File: src/rtl/pci_hotplug_regs.sv
module pci_hotplug_regs #(
  parameter int N = 32
) (
  input  logic         clk,
  input  logic         rst_n,
  input  logic         sys_rst,
  input  logic [N-1:0] cold_ins,
  input  logic [N-1:0] hot_ins,
  input  logic [N-1:0] hot_rem,
  input  logic [N-1:0] no_hotplug,
  input  logic [N-1:0] attached,
  input  logic         gpe_ack,
  input  logic         io_rd,
  input  logic         io_wr,
  input  logic [3:0]   io_addr,
  input  logic [31:0]  io_wdata,
  output logic [31:0]  io_rdata,
  output logic [7:0]   gpe_sts0,
  output logic [N-1:0] eject,
  output logic         drain_busy
);
  localparam logic [1:0] OFS_UP = 2'd0, OFS_DOWN = 2'd1, OFS_EJ = 2'd2, OFS_RMV = 2'd3;

  logic [N-1:0] present, pending, present_n, pending_n;
  logic         hp_sts;

  wire [N-1:0] hp_en      = ~no_hotplug;
  wire         ej_wr      = io_wr && !drain_busy && (io_addr[3:2] == OFS_EJ);
  wire [N-1:0] ej_src     = drain_busy ? pending : (ej_wr ? io_wdata[N-1:0] : '0);
  wire [N-1:0] ej_one     = ej_src & (~ej_src + 1'b1);
  wire [N-1:0] ej_live    = ej_one & hp_en;
  wire         drain_done = drain_busy && (pending == '0);

  always_comb begin
    present_n = drain_done ? attached : (present & ~ej_live);
    present_n = present_n | cold_ins | hot_ins;
    pending_n = (pending & ~ej_one) | hot_rem;
  end

  always_ff @(posedge clk or negedge rst_n) begin
    if (!rst_n) begin
      present    <= '0;
      pending    <= '0;
      hp_sts     <= 1'b0;
      eject      <= '0;
      drain_busy <= 1'b0;
      io_rdata   <= '0;
    end else begin
      present <= present_n;
      pending <= pending_n;
      eject   <= ej_live;
      hp_sts  <= (hp_sts && !gpe_ack) || (|hot_ins) || (|hot_rem);
      if (sys_rst)         drain_busy <= 1'b1;
      else if (drain_done) drain_busy <= 1'b0;
      if (io_rd) begin
        case (io_addr[3:2])
          OFS_UP:   io_rdata <= 32'(present & hp_en);
          OFS_DOWN: io_rdata <= 32'(pending);
          OFS_EJ:   io_rdata <= '0;
          default:  io_rdata <= 32'(hp_en);
        endcase
      end
    end
  end

  assign gpe_sts0 = {6'b0, hp_sts, 1'b0};
endmodule


File: config.mk
export PLATFORM = sky130hd
export DESIGN_NAME = pci_hotplug_regs
export DESIGN_NICKNAME = d
export VERILOG_FILES = /design/src/rtl/pci_hotplug_regs.sv
export SDC_FILE = /design/constraint.sdc
export NUM_CORES = 1
export LEC_CHECK = 0
export BUFFER_PORTS_ARGS = -buffer_cell sky130_fd_sc_hd__buf_2
export CAP_MARGIN = 0
export CORE_ASPECT_RATIO = 0.9
export CORE_UTILIZATION = 45
export DETAILED_ROUTE_END_ITERATION = 10
export PLACE_DENSITY = 0.76
export SETUP_SLACK_MARGIN = 0.2
export SLEW_MARGIN = 20
export SYNTH_ARGS = -nofsm -noshare
export SYNTH_HDL_FRONTEND = slang
export SYNTH_SLANG_ARGS = --single-unit
File: constraint.sdc
create_clock -name clk -period 2.3 [get_ports clk]
set_input_delay 0.69 -clock clk [delete_from_list [all_inputs] [get_ports clk]]
set_output_delay 0.69 -clock clk [all_outputs]
set_load 0.02 [all_outputs]
==> flow_metrics.py <==
metrics = {
    "run_status": {
        "outcome": "finished, violations left",
        "failed_checks": "negative setup slack",
    },
    "floorplan": {
        "num_io_pins": 275,
        "num_rows": 43,
        "floorplan.die.height_um": 121,
        "floorplan.core_area_mm2": 0.0154,
        "die_x_um": 134,
        "start_util": 0.458,
        "design.die.area_mm2": 0.0162,
    },
    "sta": {
        "setup-violations-final": 16,
        "report.final.hold_viol_count": 0,
        "final_critical_path_share_of_the_clock_period": 1.05,
        "post-route-worst-setup-slack_ps": -125,
        "slew_at_the_pin_with_the_worst_max_slew_slack_ps": 709,
        "fin_crit_ps": 2430,
        "final_max_slew_viol_count": 0,
        "max_clock_freq_mhz": 412,
        "worst_hold_slack_ps": 215,
        "unrepaired_setup_endpoints_after_global_routing": "true",
        "final.setup_skew_ps": 10.6,
        "max_slew_margin": 0.523,
    },
    "layout": {
        "area_growth_syn_to_layout_pct": 52.1,
        "post-route-cell-area_mm2": 0.0107,
        "final_util": 0.697,
        "layout.cells.most_common_list": "264 x buf_2, 129 x dfrtp_1, 119 x buf_4",
        "final-instance-count-excl-fill": 1326,
        "mostFrequentLayoutCell": "buf_2",
        "layout-drive-gt1-share": 0.469,
        "total_nets_final": 1311,
    },
    "synth": {
        "synth_largest_area_cell": "dfrtp_1",
        "postSynth.asyncResetShare": 1.00,
        "seq_cells_post_synth": 130,
        "ys_warn_count": 0,
        "post_synth_num_cell_types": 74,
        "synth-edff-count": 0,
        "postSynth.topFlopCell": "dfrtp_1",
        "syn-mean-instance-area_um2": 9.70,
        "syn_inst": 727,
        "yosysSeqAreaShare": 0.461,
        "mappedNetlistArea_mm2": 0.00705,
        "ys_top_cells_by_area": "dfrtp_1 46%, o221ai_1 4.1%, a22oi_1 3.9%, o21a_1 3.6%, nor2_1 3.6%",
        "synthDominantCellAreaShare": 0.461,
    },
    "worst_setup_path": {
        "timing.critical_path.to_type": "flop",
        "crit_buf_inv": 3,
        "worstSetupPathType": "reg2reg",
        "crit_path_start_kind": "flop",
        "cp_data_required_time_ps": 2590,
        "crit_chain": "buf_6, or3b_4, a222oi_1, buf_4, o221a_4, nand4b_1, buf_6, nor3_4, o21ai_1",
        "timing.critical_path.slowest_stage_cell": "a222oi_1",
        "critical_path_peak_fanout": 7,
        "critPathMostFrequentCell": "buf_6",
        "worst_ep_arrival_time_ps": 2720,
        "timing.critical_path.slowest_cell_delay_ps": 450,
        "critical-path-top-delay-family": "compound AO/OA/AOI/OAI gates",
        "reg2reg_slack_ps": -130,
    },
    "grt": {
        "pin_count_of_the_biggest_net_entering_global_routing": 66,
        "first_pass_grt_wire_length_um": 40400,
        "first_global_vias": 7486,
        "gr_usage_total": 0.333,
        "total_congestion_overflow": 0,
        "antenna_found_initial": 3,
    },
    "power": {
        "cellPowerDensity_mw_per_mm2": 547,
        "power_leakage_nw": 4.97,
        "vdd_ir_drop_max_uv": 683,
    },
    "detailed_routing": {
        "drt_first_pass_iters": 5,
        "number_of_drc_violations_after_detailed_routing": 0,
        "detailedRoute.firstIterationViolations": 666,
        "routed_wl_um": 27100,
        "detail_route.wl_per_cell_um": 20.4,
        "detailroute.via_count": 7873,
        "antenna_violating_nets_post_route": 0,
        "via_per_inst": 5.94,
    },
    "hold_path": {
        "hold_class": "in2async",
    },
    "place": {
        "place.detailed.hpwl_um": 19600,
        "numPlacedInstances": 1265,
        "postPlaceCellArea_mm2": 0.00947,
        "number_of_port_buffers": 265,
        "globalplace.congestion": 0.903,
    },
    "clock_network": {
        "cts_buffers": 17,
        "cts-root-to-sink-buffers": 2,
        "cts_tree": "built",
        "level_count_of_the_clock_h_tree": 4,
        "clk-insertion-delay-late_ps": 420,
        "clockRootBuffer": "clkbuf_16",
        "cts.sinks": 130,
        "clk_slew_on_worst_s_h_paths_ps": 60,
    },
    "job": {
        "max-cap-violations": 0,
    },
}
==> power by group <==
group / switching [mW] / internal (mW)
registers: 0.0399 / 2.36
logic: 0.472 / 0.337
clock network: 1.01 / 1.64
==> logic make-up (layout without fill, tap and decap cells) <==
family | Yosys count | count (layout) | synth area share
other | 1 | 9 | 0.000532
flip-flops | 130 | 130 | 0.461
AND/OR/NAND/NOR | 277 | 277 | 0.228
AO/OA/AOI/OAI | 255 | 255 | 0.266
buffers and inverters | 63 | 452 | 0.0422
multiplexers | 1 | 1 | 0.00160
==> worst paths after layout <==
path,endpoint,start,cells past startpoint
worst max register to register,present[23],drain_busy,9
worst max-delay path,present[23],drain_busy,9
max in group asynchronous,eject[1],rst_n,2
min in group clk,present[0],cold_ins[0],2
worst min register to register,io_rdata[14],io_rdata[14],1
worst min-delay path,present[17],rst_n,1
==> worst register-to-register path: cells and delay by family, from the launching register on <==
kind	cells	cell delay, ps
AO/OA/AOI/OAI	3	720
buffers and inverters	3	500
flip-flops	1	380
AND/OR/NAND/NOR	3	700
==> per-stage QoR <==
stage                     TNS, ps  power, mW  setup WS, ps
after floorplan             -58.7       2.76         -28.8
after global placement     -11610       3.21          -312
after detailed placement   -14240       3.22          -360
after CTS                    -131       5.88         -30.8
after global routing        -2220       6.06          -170
final                        -653       5.87          -125
==> what timing repair did <==
action,4_1_cts,5_1_grt
pin swaps,25,33
endpoints found under the setup margin,75,81
hold buffers,0,0
setup buffers,16,11
resized for setup,63,49
==> cells in the mapped netlist (all sizes together) (2+ instances only) <==
master / n
nor2: 68
or3: 6
or3b: 4
buf: 31
nand2: 63
nand4: 4
and4b: 2
and3: 2
o32ai: 2
a21o: 10
nand2b: 16
dfrtp: 130
a31o: 2
nor4: 33
nor3b: 9
o32a: 2
and2: 2
o21a: 34
o2111ai: 3
o22ai: 2
inv: 11
a21oi: 18
a211o: 2
clkbuf: 21
a22oi: 37
a22o: 2
and4: 2
a31oi: 10
a2111o: 4
o21ai: 47
nor4b: 7
a211oi: 30
nor2b: 2
o221ai: 33
nand3: 19
or4: 2
o211ai: 6
nor3: 29
==> sequential cells by signal, indices dropped and copies added, names as in the netlist <==
name,cells
hp_sts,1
eject,32
io_rdata,32
present,32
pending,32
drain_busy,1
==> routing by layer <==
| metal | up-vias | global-route usage | share of wire |
|---|---|---|---|
| met5 | - | 0 | 0.00081 |
| met4 | 4 | 0.119 | 0.022 |
| met3 | 46 | 0.0914 | 0.095 |
| met2 | 421 | 0.536 | 0.48 |
| met1 | 3846 | 0.429 | 0.40 |
| li1 | 3556 | - | - |
==> layout make-up <==
cell class	count	area, µm²
clock inverters	10	109
fillers	1217	4660
well taps	202	253
diodes	2	5.00
clock buffers	22	464
inverters	11	41.3
multi-input cells	540	3990
repair buffers	409	2610
flip-flops and latches	130	3250
Power figures use the tool's default switching activity.
